**config.mk**
```make
export PLATFORM = sky130hd
export DESIGN_NAME = gpio_atomic_ctrl
export DESIGN_NICKNAME = d
export VERILOG_FILES = /design/src/rtl/gpio_atomic_pkg.sv /design/src/rtl/gpio_rst_sync.sv /design/src/rtl/gpio_setclr_reg.sv /design/src/rtl/gpio_in_sync.sv /design/src/rtl/gpio_bank.sv /design/src/rtl/gpio_atomic_ctrl.sv
export SDC_FILE = /design/constraint.sdc
export NUM_CORES = 1
export LEC_CHECK = 0
export ABC_AREA = 0
export BUFFER_PORTS_ARGS = -buffer_cell sky130_fd_sc_hd__buf_4
export CAP_MARGIN = 5
export CELL_PAD_IN_SITES_DETAIL_PLACEMENT = 0
export CELL_PAD_IN_SITES_GLOBAL_PLACEMENT = 1
export CORE_MARGIN = 2
export CORE_UTILIZATION = 44
export CTS_CLUSTER_DIAMETER = 200
export DETAILED_ROUTE_END_ITERATION = 16
export PLACE_DENSITY_LB_ADDON = 0.1
export SYNTH_ARGS = -nofsm -noshare
export SYNTH_HDL_FRONTEND = slang
export SYNTH_HIERARCHICAL = 1
export SYNTH_SLANG_ARGS = --single-unit
```
**constraint.sdc**
```tcl
create_clock -name clk -period 10.4 [get_ports clk]
set_clock_uncertainty 0.05 [all_clocks]
set_input_delay 0 -clock clk [delete_from_list [all_inputs] [get_ports clk]]
set_output_delay 0 -clock clk [all_outputs]
set_load 0.005 [all_outputs]
```
**src/rtl/gpio_atomic_pkg.sv**
```systemverilog
package gpio_atomic_pkg;
  localparam int DATA_W   = 32;
  localparam int HALF_W   = DATA_W / 2;
  localparam int OFF_W    = 7;
  localparam int NUM_FEAT = 6;

  typedef enum logic [2:0] {
    FEAT_LVL = 3'd0,
    FEAT_OE  = 3'd1,
    FEAT_OD  = 3'd2,
    FEAT_PU  = 3'd3,
    FEAT_PD  = 3'd4,
    FEAT_IE  = 3'd5
  } feat_e;

  localparam logic [OFF_W-1:0] OFF_LVL = 7'h00;
  localparam logic [OFF_W-1:0] OFF_OE  = 7'h04;
  localparam logic [OFF_W-1:0] OFF_OD  = 7'h08;
  localparam logic [OFF_W-1:0] OFF_PU  = 7'h18;
  localparam logic [OFF_W-1:0] OFF_PD  = 7'h1C;
  localparam logic [OFF_W-1:0] OFF_IE  = 7'h20;
  localparam logic [OFF_W-1:0] OFF_IN  = 7'h30;

  function automatic logic [OFF_W-1:0] feat_offset(input int unsigned f);
    case (f)
      0:       feat_offset = OFF_LVL;
      1:       feat_offset = OFF_OE;
      2:       feat_offset = OFF_OD;
      3:       feat_offset = OFF_PU;
      4:       feat_offset = OFF_PD;
      default: feat_offset = OFF_IE;
    endcase
  endfunction
endpackage

```
**src/rtl/gpio_rst_sync.sv**
```systemverilog
module gpio_rst_sync #(
  parameter int STAGES = 2
) (
  input  logic clk,
  input  logic rst_n,
  output logic rst_n_sync
);
  logic [STAGES-1:0] chain_q;
  logic [STAGES-1:0] chain_d;

  always_comb begin
    chain_d = {chain_q[STAGES-2:0], 1'b1};
  end

  always_ff @(posedge clk or negedge rst_n) begin
    if (!rst_n) chain_q <= '0;
    else        chain_q <= chain_d;
  end

  assign rst_n_sync = chain_q[STAGES-1];
endmodule

```
**src/rtl/gpio_setclr_reg.sv**
```systemverilog
module gpio_setclr_reg #(
  parameter int W = 16
) (
  input  logic         clk,
  input  logic         rst_n,
  input  logic         wr_en,
  input  logic [W-1:0] set_mask,
  input  logic [W-1:0] clr_mask,
  output logic [W-1:0] q
);
  logic [W-1:0] state_q;
  logic [W-1:0] state_d;

  // the clear mask is applied after the set mask, so clear has priority
  always_comb begin
    state_d = state_q;
    if (wr_en) state_d = (state_q | set_mask) & ~clr_mask;
  end

  always_ff @(posedge clk or negedge rst_n) begin
    if (!rst_n)     state_q <= '0;
    else if (wr_en) state_q <= state_d;
  end

  assign q = state_q;
endmodule

```
**src/rtl/gpio_in_sync.sv**
```systemverilog
module gpio_in_sync #(
  parameter int W      = 16,
  parameter int STAGES = 2
) (
  input  logic         clk,
  input  logic         rst_n,
  input  logic [W-1:0] d,
  output logic [W-1:0] q
);
  logic [W-1:0] stage_q [STAGES];
  logic [W-1:0] stage_d [STAGES];

  genvar s;
  generate
    for (s = 0; s < STAGES; s++) begin : g_stage
      if (s == 0) begin : g_first
        assign stage_d[s] = d;
      end else begin : g_next
        assign stage_d[s] = stage_q[s-1];
      end
      always_ff @(posedge clk or negedge rst_n) begin
        if (!rst_n) stage_q[s] <= '0;
        else        stage_q[s] <= stage_d[s];
      end
    end
  endgenerate

  assign q = stage_q[STAGES-1];
endmodule

```
**src/rtl/gpio_bank.sv**
```systemverilog
module gpio_bank
  import gpio_atomic_pkg::*;
#(
  parameter int W           = HALF_W,
  parameter int SYNC_STAGES = 2
) (
  input  logic           clk,
  input  logic           rst_n,
  input  logic           sel_wr,
  input  logic [OFF_W-1:0] off,
  input  logic [2*W-1:0] wdata,
  input  logic [W-1:0]   pad_in,
  output logic [2*W-1:0] rdata,
  output logic [W-1:0]   pad_out,
  output logic [W-1:0]   pad_oe,
  output logic [W-1:0]   pad_pu,
  output logic [W-1:0]   pad_pd
);
  logic [W-1:0]        feat_q [NUM_FEAT];
  logic [NUM_FEAT-1:0] feat_wr;
  logic [W-1:0]        in_sync;
  logic [W-1:0]        lvl_rb;

  genvar f;
  generate
    for (f = 0; f < NUM_FEAT; f++) begin : g_feat
      assign feat_wr[f] = sel_wr && (off == feat_offset(f));
      gpio_setclr_reg #(.W(W)) u_reg (
        .clk      (clk),
        .rst_n    (rst_n),
        .wr_en    (feat_wr[f]),
        .set_mask (wdata[W-1:0]),
        .clr_mask (wdata[2*W-1:W]),
        .q        (feat_q[f])
      );
    end
  endgenerate

  gpio_in_sync #(.W(W), .STAGES(SYNC_STAGES)) u_sync (
    .clk   (clk),
    .rst_n (rst_n),
    .d     (pad_in),
    .q     (in_sync)
  );

  assign lvl_rb = in_sync & feat_q[FEAT_IE];

  always_comb begin
    rdata = '0;
    case (off)
      OFF_OE:  rdata = {~feat_q[FEAT_OE], feat_q[FEAT_OE]};
      OFF_OD:  rdata = {~feat_q[FEAT_OD], feat_q[FEAT_OD]};
      OFF_PU:  rdata = {~feat_q[FEAT_PU], feat_q[FEAT_PU]};
      OFF_PD:  rdata = {~feat_q[FEAT_PD], feat_q[FEAT_PD]};
      OFF_IE:  rdata = {~feat_q[FEAT_IE], feat_q[FEAT_IE]};
      OFF_IN:  rdata = {{W{1'b0}}, lvl_rb};
      default: rdata = '0;
    endcase
  end

  // open-drain pins only ever pull low: a level of 1 releases the pad
  assign pad_out = feat_q[FEAT_LVL] & ~feat_q[FEAT_OD];
  assign pad_oe  = feat_q[FEAT_OE] & ~(feat_q[FEAT_OD] & feat_q[FEAT_LVL]);
  assign pad_pu  = feat_q[FEAT_PU];
  assign pad_pd  = feat_q[FEAT_PD];
endmodule

```
**src/rtl/gpio_atomic_ctrl.sv**
```systemverilog
module gpio_atomic_ctrl
  import gpio_atomic_pkg::*;
#(
  parameter int SYNC_STAGES = 2,
  parameter int RST_STAGES  = 2
) (
  input  logic        clk,
  input  logic        rst_n,
  input  logic        bus_wr,
  input  logic [7:0]  bus_addr,
  input  logic [31:0] bus_wdata,
  output logic [31:0] bus_rdata,
  input  logic [31:0] pin_in,
  output logic [31:0] pin_out,
  output logic [31:0] pin_oe,
  output logic [31:0] pin_pu,
  output logic [31:0] pin_pd
);
  localparam int NUM_BANKS = 2;
  localparam int PPB       = HALF_W;

  logic              rst_n_int;
  logic [DATA_W-1:0] bank_rd [NUM_BANKS];
  logic              bank_sel;

  gpio_rst_sync #(.STAGES(RST_STAGES)) u_rst (
    .clk        (clk),
    .rst_n      (rst_n),
    .rst_n_sync (rst_n_int)
  );

  assign bank_sel = bus_addr[7];

  genvar b;
  generate
    for (b = 0; b < NUM_BANKS; b++) begin : g_bank
      gpio_bank #(.W(PPB), .SYNC_STAGES(SYNC_STAGES)) u_bank (
        .clk     (clk),
        .rst_n   (rst_n_int),
        .sel_wr  (bus_wr && (bank_sel == b[0])),
        .off     (bus_addr[OFF_W-1:0]),
        .wdata   (bus_wdata),
        .pad_in  (pin_in[b*PPB +: PPB]),
        .rdata   (bank_rd[b]),
        .pad_out (pin_out[b*PPB +: PPB]),
        .pad_oe  (pin_oe[b*PPB +: PPB]),
        .pad_pu  (pin_pu[b*PPB +: PPB]),
        .pad_pd  (pin_pd[b*PPB +: PPB])
      );
    end
  endgenerate

  assign bus_rdata = bank_rd[bank_sel];
endmodule

```
==> results.cfg, run 1 <==
[pwr]
power.density_cell_area_nw_per_um2 = 151
fin_total_pwr_uw = 2420
power_leakage_uw = 0.00735
ir_drop_mv = 0.122

[final_layout]
final_util = 0.576
layout.filler_cells = 2400
final_cell_area_sq_um = 16000
multi_input_area_sq_um = 5400
final_nets = 1509
register_cell_area_after_layout_sq_um = 6460
area.growth.synth_to_final_pct = 28.6
stdcell_count = 1834
fraction_of_final_layout_cells_sized_beyond_drive_strength_1 = 0.260
insertedDiodeCount = 0

[clocking]
cts_setup_buffers = 0
ctsRootBufferMaster = clkbuf_16
insertion_delay_ns = 0.55
cts.sink_count = 258
ctsResizeCount = 0
cts_made_buffers = 28
clockBufferDepth = 3
h-tree-depth = 1
cts_tree = built
clk_pin_slew_worst_paths_ns = 0.06

[route]
met1Wirelength_um = 19800
detail_route.vias_per_cell = 6.15
drt_first_iter_violations = 1043
route.antenna.remaining_nets = 0
post-route-drc-count = 0
first_pass_iters = 5
routed-wl-met2_um = 19000
detailroute.wirelength.met3_um = 3360
drt-total-wl_um = 43500
mean_routed_wirelength_per_cell_um = 23.7
highest-signal-layer = met4
routed-via-count = 11300

[setup_path]
path_class = primary input to flip-flop
startpoint_type = primary input
timing.critical_path.cells = buf_4 > nor3b_4 > nand3_1 > nor2_2 > a21oi_1 > a21oi_1 > dlygate4sd3_1
crit_family = simple AND/OR/NAND/NOR gates
worstPathArrival_ns = 3.88
critical-path-top-cell-by-count = a21oi_1
crit_path_max_incr_delay_ns = 1.15
worst_ep_required_time_ns = 10.84
crit_path_top_delay_cell = nor2_2
crit_buf_inv = 2
timing.critical_path.to_type = flip-flop
cp_max_fo = 38

[timing]
hold_viol_final = 0
setup_violations = 0
final_min_period_over_clock_period = 0.332
drv_slew = 0
min_period_ns = 3.45
finalSetupTns_ns = 0
grt_setup_unrepaired = false
tightestPinTransition_ns = 1.32
slew_headroom = 0.115
fmaxAchievable_ghz = 0.290

[floorplanning]
floorplan.initialDensity = 0.448
row_count = 61
placeableCoreArea_sq_um = 27900
num_io_pins = 235
dieWidth_um = 172
floorplan.die.height_um = 172
die-area_sq_um = 29700

[yosys]
ys_ff_latch = 258
sequential_share_of_the_synthesized_area = 0.518
synthesis.area_sq_um = 12500
post_synthesis_async_set_or_reset_flop_share = 1.00
synth_area_per_cell_sq_um = 10.7
synth_nets = 1246
synth_enable_flop_cells = 0
postSynth.topFlopCell = dfrtp_1
synth_cell_type_count = 38
synthesis.yosys.warnings = 6
synth_cells = 1171

[placed_design]
numPlacedInstances = 1700
placement.cell_area_sq_um = 14200
routabilityCongestion = 0.881
dp_hpwl_um = 28700
portBuffers = 234

[grt]
largest_net_degree_at_the_start_of_global_routing = 193
antenna_found_initial = 0
first_pass_grt_wire_length_um = 65100
vias_in_the_first_global_route = 10600
globalRoute.totalOverflow = 0
grt_usage = 0.288

[job]
drv.max_cap_violation_count = 0

[outcome]
run_status = finished, final reports clean

[min_path]
hold_path_class = primary input to flip-flop
## placed cells by master (no fill, tap or decap), types with 8 or more instances in the layout
cell,count
a21oi_1,384
dfrtp_1,257
buf_4,250
nand4_1,94
dlygate4sd3_1,82
nor2b_1,37
mux2_2,34
nand3_1,34
o2111ai_1,32
o22a_1,32
o221ai_1,32
a21boi_0,32
or4_1,30
clkbuf_16,29
mux2_4,28
clkbuf_1,8
## area by class of cell
class,instances,area share
inverters,4,0.000936
clock inverters,10,0.00951
repair buffers,333,0.169
multi-input cells,809,0.337
well taps,378,0.0295
flip-flops and latches,258,0.403
clock buffers,42,0.0514
## power breakdown
group	total (uW)	internal [uW]	leakage, uW	switching, uW
sequential	1100	1050	0.00342	48.6
combinational	269	120	0.00346	149
clock	1050	644	0.000479	408
## path summary, 6_finish.rpt
path | startpoint | end | slack, ns | cells past startpoint
max | bus_addr[5] | g_bank[0].u_bank/g_feat[5].u_reg/q[1] | 6.95 | 7
min | bus_addr[4] | g_bank[1].u_bank/g_feat[0].u_reg/q[14] | 0.04 | 4
max reg2reg | u_rst/chain_q[1] | g_bank[1].u_bank/u_sync/q[0] | 8.39 | 1
min reg2reg | g_bank[0].u_bank/u_sync/stage_d[0] | g_bank[0].u_bank/u_sync/q[0] | 0.30 | 0
max in group asynchronous | u_rst/chain_q[1] | g_bank[1].u_bank/u_sync/q[0] | 8.39 | 1
min in group asynchronous | rst_n | u_rst/chain_q[1] | 0.25 | 3
## metrics by stage
| step | hold WS (ns) | setup slack [ns] |
|---|---|---|
| 3_5_place_dp | -0.265 | 7.00 |
| 2_1_floorplan | -0.346 | 2.63 |
| 5_1_grt | 0.0411 | 6.72 |
| 3_3_place_gp | -0.266 | 7.15 |
| 4_1_cts | 0.0226 | 7.06 |
| 6_report | 0.0404 | 6.95 |
## Yosys cell counts (4+ instances only)
library cell	n	share of area
mux2_2	34	0.031
buf_6	27	0.024
nand2b_1	4	0.0020
nor2b_1	37	0.019
o2111ai_1	32	0.022
or4_1	30	0.018
nand4_1	94	0.047
nor3_1	6	0.0024
clkbuf_1	40	0.012
mux2_4	28	0.034
o221ai_1	32	0.022
o22a_1	32	0.022
nand3_1	34	0.014
a21oi_1	384	0.15
dfrtp_1	258	0.52
nor2_1	4	0.0012
buf_1	4	0.0012
a21boi_0	32	0.019
buf_2	24	0.0096
## registers in the layout (all words and copies together) (netlist names)
| name | cells |
|---|---|
| g_bank.u_bank/u_sync/stage_d | 32 |
| g_bank.u_bank/u_sync/q | 32 |
| u_rst/chain_q | 2 |
| g_bank.u_bank/g_feat.u_reg/q | 192 |
## cell families after synthesis
kind of cell | count (synthesis) | synth area share
mux | 64 | 0.0660
buf+inv | 104 | 0.0541
simple gates | 232 | 0.121
compound gates | 512 | 0.241
flops | 258 | 0.518
other cells | 1 | 0.000301
## routing by layer
layer	vias to the layer above	global-route usage
met5	-	0
met4	0	0.0884
met3	76	0.0508
met2	534	0.419
met1	5598	0.437
li1	5077	-
## tightest hold or removal path, stage by stage
cell	delay, ns
buf_4	0.14
nor3_2	0.05
buf_4	0.23
a21oi_1	0.15
## what timing repair did
action                     in CTS  in global routing
setup endpoints to repair       0                  0
hold endpoints to repair      226                  0
hold buffers                   82                  0
(Power assumes the default switching activity.)
==> inputs of run 2 (changes only) <==
==> constraint.sdc (replaced) <==
create_clock -name clk -period 3.2 [get_ports clk]
set_clock_uncertainty 0.05 [all_clocks]
set_input_delay 0 -clock clk [delete_from_list [all_inputs] [get_ports clk]]
set_output_delay 0 -clock clk [all_outputs]
set_load 0.005 [all_outputs]
==> results.cfg, run 2 (synthesis gave the netlist of run 1 again) <==
[clocking]
clockBufferDepth = 3
cts_setup_buffers = 0
clk_pin_slew_worst_paths_ns = 0.06
cts_tree = built
ctsRootBufferMaster = clkbuf_16
cts.sink_count = 258
cts_made_buffers = 28
h-tree-depth = 1
insertion_delay_ns = 0.56

[timing]
slew_headroom = 0.400
fin_ws_ns = 0.869
grt_setup_unrepaired = false
min_period_ns = 2.33
hold_viol_final = 0
tightestPinTransition_ns = 0.899
holdWs_ns = 0.0253
finalSetupTns_ns = 0
drv_slew = 0
setup_violations = 0
final_min_period_over_clock_period = 0.728
fmaxAchievable_ghz = 0.429

[setup_path]
worst_ep_required_time_ns = 3.15
cp_max_fo = 46
timing.critical_path.cells = buf_4 > nand2b_1 > o22a_1 > o221ai_1 > mux2_4 > buf_4
timing.critical_path.to_type = output port
crit_path_top_delay_cell = nand2b_1
worstPathArrival_ns = 2.28
startpoint_type = primary input
crit_path_max_incr_delay_ns = 0.68
critical-path-top-cell-by-count = buf_4
path_class = primary input to output port

[route]
mean_routed_wirelength_per_cell_um = 23.5
first_pass_iters = 5
drt_first_iter_violations = 1065
route.antenna.remaining_nets = 0
routed-via-count = 11200
detail_route.vias_per_cell = 6.08
drt-total-wl_um = 43500
post-route-drc-count = 0

[floorplanning]
die-area_sq_um = 29700
row_count = 61
dieWidth_um = 172
floorplan.die.height_um = 172
placeableCoreArea_sq_um = 27900
num_io_pins = 235
floorplan.initialDensity = 0.448

[placed_design]
routabilityCongestion = 0.884
dp_slack_ns = 0.910
portBuffers = 234
dp_hpwl_um = 29400
numPlacedInstances = 1717

[pwr]
power_leakage_uw = 0.00744
power.density_cell_area_nw_per_um2 = 484
ir_drop_mv = 0.390

[final_layout]
register_cell_area_after_layout_sq_um = 6460
stdcell_count = 1848
layout.cells.most_common = a21oi_1
area.growth.synth_to_final_pct = 29.8
leading_cell_types_in_the_layout_fill_and_taps_excluded = a21oi_1 (384), buf_4 (264), dfrtp_1 (257)
multi_input_area_sq_um = 5400
largest_register_ffs = 192
fraction_of_final_layout_cells_sized_beyond_drive_strength_1 = 0.269
layout.filler_cells = 2397
final_nets = 1526
insertedDiodeCount = 0

[grt]
first_pass_grt_wire_length_um = 64600
globalRoute.totalOverflow = 0
vias_in_the_first_global_route = 10400
grt_usage = 0.287
antenna_found_initial = 0
largest_net_degree_at_the_start_of_global_routing = 71

[outcome]
run_status = finished, final reports clean

[job]
drv.max_cap_violation_count = 0

[min_path]
hold_path_class = primary input to flip-flop
## run 2: cell types whose count changed in the layout (fill, tap and decap cells not counted)
| cell | change |
|---|---|
| clkbuf_1 | -3 |
| clkbuf_16 | -1 |
| clkinv_2 | -1 |
| buf_12 | +3 |
| nor2_4 | -1 |
| buf_4 | +14 |
| clkinv_8 | +1 |
| nor2_2 | +1 |
| inv_6 | +1 |
## run 2: area by class of cell
type,count,area share
sequential,258,0.399
multi-input combinational,809,0.333
timing repair buffer,350,0.178
clock buffer,38,0.0487
tap,378,0.0292
clock inverter,11,0.0107
inverter,4,0.000928
## run 2: what timing repair did
action	4_1_cts	5_1_grt
resized for setup	0	0
hold buffers	82	0
endpoints found under the hold margin	226	0
## run 2: power breakdown
group          switching [uW]  internal [uW]  leakage, uW  total, uW
combinational             486            400      0.00355        887
sequential                157           3420      0.00342       3580
clock                    1330           2040     0.000471       3370
## run 2: metrics by stage
| step | instance area, sq um | total power [uW] | utilization |
|---|---|---|---|
| after floorplan | 12500 | 3960 | - |
| after global placement | 14400 | 4420 | 0.517 |
| after detailed placement | 14400 | 4430 | 0.517 |
| after CTS | 16200 | 7890 | 0.581 |
| after global routing | 16200 | 8130 | 0.581 |
| final | 16200 | 7830 | 0.581 |
## run 2: worst paths after layout
| path | startpoint | to | slack (ns) | depth (start not counted) |
|---|---|---|---|---|
| max reg2reg | g_bank[0].u_bank/g_feat[2].u_reg/q[14] | g_bank[0].u_bank/g_feat[2].u_reg/q[14] | 1.82 | 3 |
| min | pin_in[15] | g_bank[0].u_bank/u_sync/stage_d[15] | 0.03 | 2 |
| min in group asynchronous | rst_n | u_rst/chain_q[1] | 0.24 | 3 |
| min reg2reg | g_bank[0].u_bank/u_sync/stage_d[2] | g_bank[0].u_bank/u_sync/q[2] | 0.30 | 0 |
| max in group asynchronous | u_rst/chain_q[1] | g_bank[1].u_bank/u_sync/q[1] | 1.95 | 1 |
| max | bus_addr[2] | bus_rdata[22] | 0.87 | 6 |
## run 2: per-layer routing
metal | global-route usage | up-vias | routed length, um | part of all wire
li1 | - | 5088 | - | -
met1 | 0.437 | 5555 | 19600 | 0.45
met2 | 0.429 | 518 | 19400 | 0.45
met3 | 0.0444 | 73 | 3420 | 0.079
met4 | 0.0694 | 0 | 1090 | 0.025
met5 | 0 | - | 0 | 0
## run 2: critical path: cells and delay by family
| kind | cells | cell delay (ns) |
|---|---|---|
| AND/OR/NAND/NOR | 1 | 0.68 |
| AO/OA/AOI/OAI | 2 | 0.68 |
| buffers and inverters | 2 | 0.65 |
| multiplexers | 1 | 0.23 |
==> inputs of run 3 (changes only) <==
==> constraint.sdc (replaced) <==
create_clock -name clk -period 2.15 [get_ports clk]
set_clock_uncertainty 0.05 [all_clocks]
set_input_delay 0 -clock clk [delete_from_list [all_inputs] [get_ports clk]]
set_output_delay 0 -clock clk [all_outputs]
set_load 0.005 [all_outputs]
==> results.cfg, run 3 (synthesis gave the netlist of run 1 again) <==
[outcome]
run_status = finished, violations left
failed_checks = negative setup slack

[route]
drt-total-wl_um = 46000
routed-via-count = 11700
route.antenna.remaining_nets = 0
mean_routed_wirelength_per_cell_um = 23.9
post-route-drc-count = 0
first_pass_iters = 7
drt_first_iter_violations = 1041
detail_route.vias_per_cell = 6.10

[setup_path]
crit_path_top_delay_cell = nor2b_1
worst_setup_path_startpoint = bus_addr[2]
path_class = primary input to output port
crit_family = simple AND/OR/NAND/NOR gates
timing.critical_path.cells = buf_4 > nor2b_1 > nand4_1 > nand4_1 > mux2_4 > buf_4
worstPathArrival_ns = 2.10
crit_buf_inv = 2
worst_ep_required_time_ns = 2.10
timing.critical_path.to_type = output port
startpoint_type = primary input
timing.rr.start = g_bank[0].u_bank/g_feat[3].u_reg/q[12]
cp_max_fo = 46
crit_path_max_incr_delay_ns = 1.06

[timing]
tightestPinTransition_ns = 1.27
slew_headroom = 0.151
drv_slew = 0
hold_viol_final = 0
fin_ws_ns = -0.00180
min_period_ns = 2.15
fmaxAchievable_ghz = 0.465
setup_violations = 1
grt_setup_unrepaired = true
final_min_period_over_clock_period = 1.00

[clocking]
insertion_delay_ns = 0.55
h-tree-depth = 1
clk_pin_slew_worst_paths_ns = 0.06
cts_tree = built
clockBufferDepth = 3
ctsRootBufferMaster = clkbuf_16
cts.sink_count = 258
cts_made_buffers = 28

[grt]
antenna_found_initial = 1
largest_net_degree_at_the_start_of_global_routing = 84
vias_in_the_first_global_route = 10900
grt_usage = 0.299
first_pass_grt_wire_length_um = 67200
globalRoute.totalOverflow = 0

[job]
drv.max_cap_violation_count = 0

[floorplanning]
num_io_pins = 235
die-area_sq_um = 29700
floorplan.initialDensity = 0.448
row_count = 61
dieWidth_um = 172
placeableCoreArea_sq_um = 27900
floorplan.die.height_um = 172

[final_layout]
layout.cells.most_common = a21oi_1
area.growth.synth_to_final_pct = 36.1
layout.filler_cells = 2388
largest_register_ffs = 192
final_util = 0.609
final_cell_area_sq_um = 17000
fraction_of_final_layout_cells_sized_beyond_drive_strength_1 = 0.319
leading_cell_types_in_the_layout_fill_and_taps_excluded = a21oi_1 (384), buf_4 (330), dfrtp_1 (255)
final_nets = 1598

[pwr]
ir_drop_mv = 0.602
power_leakage_uw = 0.00786
power.density_cell_area_nw_per_um2 = 697

[placed_design]
placement.cell_area_sq_um = 14600
portBuffers = 234
routabilityCongestion = 0.917
dp_hpwl_um = 31000

[min_path]
worstHoldStart = pin_in[0]
hold_path_class = primary input to flip-flop
## run 3: cell count changes in the layout (fill, tap and decap cells not counted), moves of 3 or more
cell      previous run  this run
o221ai_2             0        18
o221ai_1            32        11
buf_4              264       330
buf_12               4         7
o221ai_4             0         3
clkbuf_1             5        10
or4_4                0         7
or4_1               30        23
## run 3: path summary, 6_finish.rpt
check / endpoint / depth (start not counted) / slack, ns
hold reg to reg: g_bank[0].u_bank/g_feat[1].u_reg/q[5] / 0 / 0.18
setup reg to reg: g_bank[0].u_bank/g_feat[3].u_reg/q[12] / 4 / 0.72
min in group asynchronous: g_bank[0].u_bank/g_feat[1].u_reg/q[5] / 0 / 0.18
setup / recovery: bus_rdata[10] / 6 / -0.002
max in group asynchronous: g_bank[1].u_bank/g_feat[5].u_reg/q[10] / 1 / 1.08
hold / removal: g_bank[0].u_bank/u_sync/stage_d[0] / 2 / 0.04
## run 3: routing by layer
metal	wire, um	GRT usage
met1	21100	0.456
met2	20200	0.447
met3	3290	0.0430
met4	1370	0.0760
met5	0	0
## run 3: area by class of cell
class,instances,area (sq um),share of cell area
clock inverters,9,153,0.00899
repair buffers,422,3470,0.204
clock buffers,42,805,0.0474
well taps,378,473,0.0279
inverters,4,15.0,0.000884
diodes,2,5.00,0.000295
flip-flops and latches,258,6460,0.381
multi-input cells,809,5600,0.330
## run 3: power breakdown
group | leakage (uW) | switching [uW] | internal (uW)
logic | 0.00398 | 781 | 675
registers | 0.00341 | 229 | 5090
clock network | 0.000468 | 2000 | 3060
total | 0.00786 | 3010 | 8830
## run 3: metrics by stage
step / worst slack (ns) / total power, uW / TNS [ns] / instances / hold WS (ns)
6_report: -0.00180 / 11800 / -0.00180 / 1924 / 0.0402
5_1_grt: -0.0406 / 12300 / -0.159 / 1923 / 0.0386
4_1_cts: -0.0249 / 11800 / -0.0249 / 1883 / 0.0218
3_5_place_dp: 0.0738 / 6620 / 0 / 1738 / -0.266
3_3_place_gp: 0.174 / 6610 / 0 / 1738 / -0.268
2_1_floorplan: -0.489 / 5890 / -125.16 / 1171 / -0.346
## run 3: timing repair
item / 4_1_cts / 5_1_grt
endpoints found under the setup margin: 8 / 17
buffers inserted: 10 / 39
hold buffers: 84 / 0
pin swaps: 0 / 0
gates cloned: 0 / 0
gates resized for setup: 5 / 31
hold endpoints to repair: 226 / 0
